===== src/rtl/burst_sram_pkg.sv =====
package burst_sram_pkg;
  typedef enum logic {
    ORD_LINEAR = 1'b0,
    ORD_XOR    = 1'b1
  } burst_order_e;

  function automatic logic [1:0] burst_bits(input logic [1:0] start,
                                            input logic [1:0] cnt,
                                            input burst_order_e ord);
    return (ord == ORD_XOR) ? (start ^ cnt) : (start + cnt);
  endfunction
endpackage


===== src/rtl/burst_seq.sv =====
module burst_seq
  import burst_sram_pkg::*;
(
  input  logic       clk_i,
  input  logic       rst_ni,
  input  logic       load_i,
  input  logic       step_i,
  input  logic       order_i,
  input  logic [1:0] start_i,
  output logic [1:0] cur_bits_o,
  output logic [1:0] nxt_bits_o
);
  logic [1:0] start_q, cnt_q, cnt_nxt;

  always_ff @(posedge clk_i or negedge rst_ni) begin
    if (!rst_ni) begin
      start_q <= 2'd0;
      cnt_q   <= 2'd0;
    end else if (load_i) begin
      start_q <= start_i;
      cnt_q   <= 2'd0;
    end else if (step_i) begin
      cnt_q <= cnt_q + 2'd1;
    end
  end

  assign cnt_nxt    = step_i ? cnt_q + 2'd1 : cnt_q;
  assign cur_bits_o = burst_bits(start_q, cnt_q, burst_order_e'(order_i));
  assign nxt_bits_o = burst_bits(start_q, cnt_nxt, burst_order_e'(order_i));


  hold_on_idle_chk: assert property (@(posedge clk_i) disable iff (!rst_ni)
    (!load_i && !step_i) |=> ($stable(cur_bits_o) || !$stable(order_i)));

  load_start_chk: assert property (@(posedge clk_i) disable iff (!rst_ni)
    load_i |=> (cur_bits_o == $past(start_i)));

  linear_step_chk: assert property (@(posedge clk_i) disable iff (!rst_ni)
    (!load_i && step_i && !order_i) |=>
      ((cur_bits_o == $past(cur_bits_o) + 2'd1) || order_i));

  xor_step_chk: assert property (@(posedge clk_i) disable iff (!rst_ni)
    (!load_i && step_i && order_i) |=>
      (((cur_bits_o ^ start_q) == (($past(cur_bits_o) ^ start_q) + 2'd1)) || !order_i));
endmodule


===== config.mk =====
export PLATFORM = sky130hd
export DESIGN_NAME = burst_seq
export DESIGN_NICKNAME = d
export VERILOG_FILES = /design/src/rtl/burst_sram_pkg.sv /design/src/rtl/burst_seq.sv
export SDC_FILE = /design/constraint.sdc
export NUM_CORES = 1
export LEC_CHECK = 0
export ABC_AREA = 1
export BUFFER_PORTS_ARGS = -buffer_cell sky130_fd_sc_hd__buf_2
export CORE_AREA = 2 2 39 41
export CTS_CLUSTER_DIAMETER = 150
export DETAILED_ROUTE_END_ITERATION = 12
export DIE_AREA = 0 0 41 43
export MAX_ROUTING_LAYER = met4
export PLACE_DENSITY_LB_ADDON = 0.15
export SYNTH_ARGS = -nofsm -noshare
export SYNTH_HDL_FRONTEND = slang
export SYNTH_SLANG_ARGS = --single-unit

===== constraint.sdc =====
create_clock -name clk_i -period 1.3 [get_ports clk_i]
set_clock_uncertainty 0.15 [all_clocks]
set_input_delay 0.13 -clock clk_i [delete_from_list [all_inputs] [get_ports clk_i]]
set_output_delay 0.13 -clock clk_i [all_outputs]
set_load 0.01 [all_outputs]

==> qor.yml <==
yosys:
  synth_warnings: 0
  synth_area_per_cell_um2: 7.026
  synth.ff_latch_count: 4
  synth_top_area_share_pct: 36.53
  yosysUniqueCellTypes: 13
  synth_fp_nets: 48
  synth_seq_area_share_pct: 36.53
  yosysTopAreaCell: "dfrtp_1"
  synth_area_leaders: "dfrtp_1 (37%), nand2_1 (15%), ha_1 (9.1%)"
  synth_area_um2: 274.0
  syn_inst: 39
place:
  routabilityCongestion: 0.6630
  dp_hpwl_um: 455
  io_buffers: 10
power_and_ir_drop:
  p_leak_nw: 0.2537
  comb_power_share_pct: 35.3
  clockPowerShare_pct: 32.4
  swShare_pct: 28.12
  p_sw_w: 0.0001282
  power_density_nw_per_um2: 958.8
  pwr-share-seq_pct: 32.4
  internal-power_w: 0.0003277
  ir_worst_vdd_uv: 412.8
hold_path:
  hold_class: "input port to asynchronous set/reset pin"
floorplanning:
  die_w_um: 41
  fp-row-count: 14
  die_y_um: 43
  fp.dieArea_um2: 1763
  start_util_pct: 19.80
  pin_count: 11
  coreArea_um2: 1384
grt:
  grt_pass1_wl_um: 1014
  globalRouteOverflowTotal: 0
  grt_pass1_vias: 278
  grt_max_degree: 6
  grt_util_all_layers_pct: 8.875
  antenna_found_initial: 0
setup_path:
  cp-startpoint: "cnt_q[0]"
  worstPathMaxFanout: 3
  slowest_delay_ns: 0.42
  crit_chain: "nand2_2 -> inv_2 -> nor2_4 -> ha_4 -> nand2_2 -> nand2_2 -> nand2_1 -> nand2_1 -> nand2_2 -> buf_6"
  startpoint_type: "flip-flop"
  endpoint_kind: "primary output"
  cp.arrival_ns: 1.41
  crit_path_frequent_cell: "nand2_2"
  reg2reg_from: "cnt_q[0]"
  worstSetupPathType: "flip-flop to primary output"
  cp_slowest_cell: "dfrtp_1"
  required_ns: 1.02
layout:
  antenna_cells: 0
  nets: 69
  final_util_pct: 34.36
  area_delta_synth_final_pct: 73.52
  drive_gt1_share_pct: 50.00
route:
  ant_nets: 0
  drtIter0Drc: 1
  vias_per_cell: 3.865
  wl_per_cell_um: 8.014
  dr.pass1.iters: 3
  drcViolationCount: 0
  routed_wl_um: 593
  num_vias: 286
timing:
  fin_hold_ws_ns: 0.08004
  setup_violations: 4
  finalWorstSetupSlack_ns: -0.3874
  period_share_pct: 129.8
  fin_crit_ns: 1.687
  timing.slew.headroom_pct: 88.75
  rsz0062_at_grt: "true"
  hold_viol_final: 0
  worst_pin_slew_ns: 0.1687
  fmax_mhz: 592.6
  slew_viol_final: 0
clocking:
  cts.clk_slew.worst_paths_ns: 0.04
  cts.sinks: 4
  cts_root_buffer: "clkbuf_4"
  cts_tree: "done"
  htreeDepth: 1
  numCtsBuffers: 3
  clockBufferDepth: 2
  clk_latency_ns: 0.23
job:
  drv_cap: 0
status:
  status: "finished, violations left"
  violations: "negative setup slack"
[per-layer routing]
layer  GRT usage (%)  routed length [um]  part of all wire, %  vias up
li1                -                   -                    -      157
met5               -                   0                    0        -
met2           12.19                 296                   50        6
met4           8.000                   7                  1.2        0
met3           1.571                  20                  3.4        2
met1           10.39                 268                   45      121
[synthesized netlist by cell type]
| library cell | number |
|---|---|
| o21ai_0 | 1 |
| a21oi_1 | 1 |
| nand2_1 | 11 |
| mux2_2 | 1 |
| nand3_1 | 3 |
| nor3_1 | 1 |
| nor2_1 | 2 |
| dfrtp_1 | 4 |
| ha_1 | 2 |
| inv_2 | 1 |
| clkbuf_1 | 2 |
| inv_1 | 6 |
| nand2_2 | 4 |
[critical path, delay by kind of cell (launching register included)]
kind | cells | cell delay (ns)
adders and majority gates | 1 | 0.14
buffers and inverters | 2 | 0.16
DFF | 1 | 0.42
and+or+nand+nor | 7 | 0.46
[power by group through the flow]
stage / Sequential [W] / Combinational, W / Clock, W
CTS: 0.000144 / 0.000129 / 0.000157
finish: 0.000147 / 0.000161 / 0.000148
floorplan: 0.000144 / 0.0000747 / 0
global route: 0.000149 / 0.000180 / 0.000163
detailed placement: 0.000146 / 0.000118 / 0
global placement: 0.000145 / 0.000118 / 0
[path summary, 6_finish.rpt]
check | endpoint | cells past startpoint | slack [ns]
max in group asynchronous | start_q[0] | 2 | 0.79
min in group clk_i | cnt_q[0] | 5 | 0.21
hold reg to reg | cnt_q[1] | 2 | 0.40
setup / recovery | nxt_bits_o[1] | 10 | -0.39
setup reg to reg | cnt_q[0] | 4 | 0.20
hold / removal | cnt_q[1] | 2 | 0.08
[stage by stage]
stage	total power (W)	setup TNS [ns]	setup WS (ns)	cells	instance area, um2
2_1_floorplan	0.0002183	-0.01605	-0.01605	39	276.5
6_report	0.0004559	-0.8567	-0.3874	74	475.5
4_1_cts	0.0004298	-0.8825	-0.4199	73	426.7
3_3_place_gp	0.0002631	-0.1819	-0.1819	66	361.6
3_5_place_dp	0.0002638	-0.1726	-0.1726	66	361.6
5_1_grt	0.0004917	-1.145	-0.4942	74	475.5
[cell families (layout without fill, tap and decap cells)]
| group | after synthesis | in the layout | share of synthesized area (%) |
|---|---|---|---|
| muxes | 1 | 1 | 4.109 |
| buffers and inverters | 9 | 28 | 12.33 |
| and+or+nand+nor | 21 | 21 | 34.24 |
| AOI/OAI and AO/OA | 2 | 2 | 3.649 |
| DFF | 4 | 4 | 36.53 |
| adders and majority gates | 2 | 2 | 9.131 |
[cell type report]
| type | count | area, um2 |
|---|---|---|
| Sequential cell | 4 | 101.3 |
| Timing Repair Buffer | 18 | 132.6 |
| Fill cell | 159 | 908.4 |
| Tap cell | 16 | 20.02 |
| Multi-Input combinational cell | 26 | 172.7 |
| Clock buffer | 3 | 22.52 |
| Inverter | 7 | 26.28 |
[sequential cells by signal, summed over array words and instances, names as in the netlist]
signal / cells
cnt_q: 2
start_q: 2
[layout by cell type, fill, tap and decap left out, drive strengths merged]
cell type / n
ha: 2
nand2: 15
dlygate4sd3: 4
a21oi: 1
clkbuf: 3
mux2: 1
inv: 7
buf: 14
nor3: 1
nand3: 3
dfrtp: 4
o21ai: 1
nor2: 2
[repair_timing]
item	CTS	global route
hold buffers	4	0
gates resized for setup	1	9
pin swaps	0	1
buffers inserted	0	1
hold endpoints to repair	8	0
setup endpoints to repair	4	4
Power figures use the tool's default switching activity.
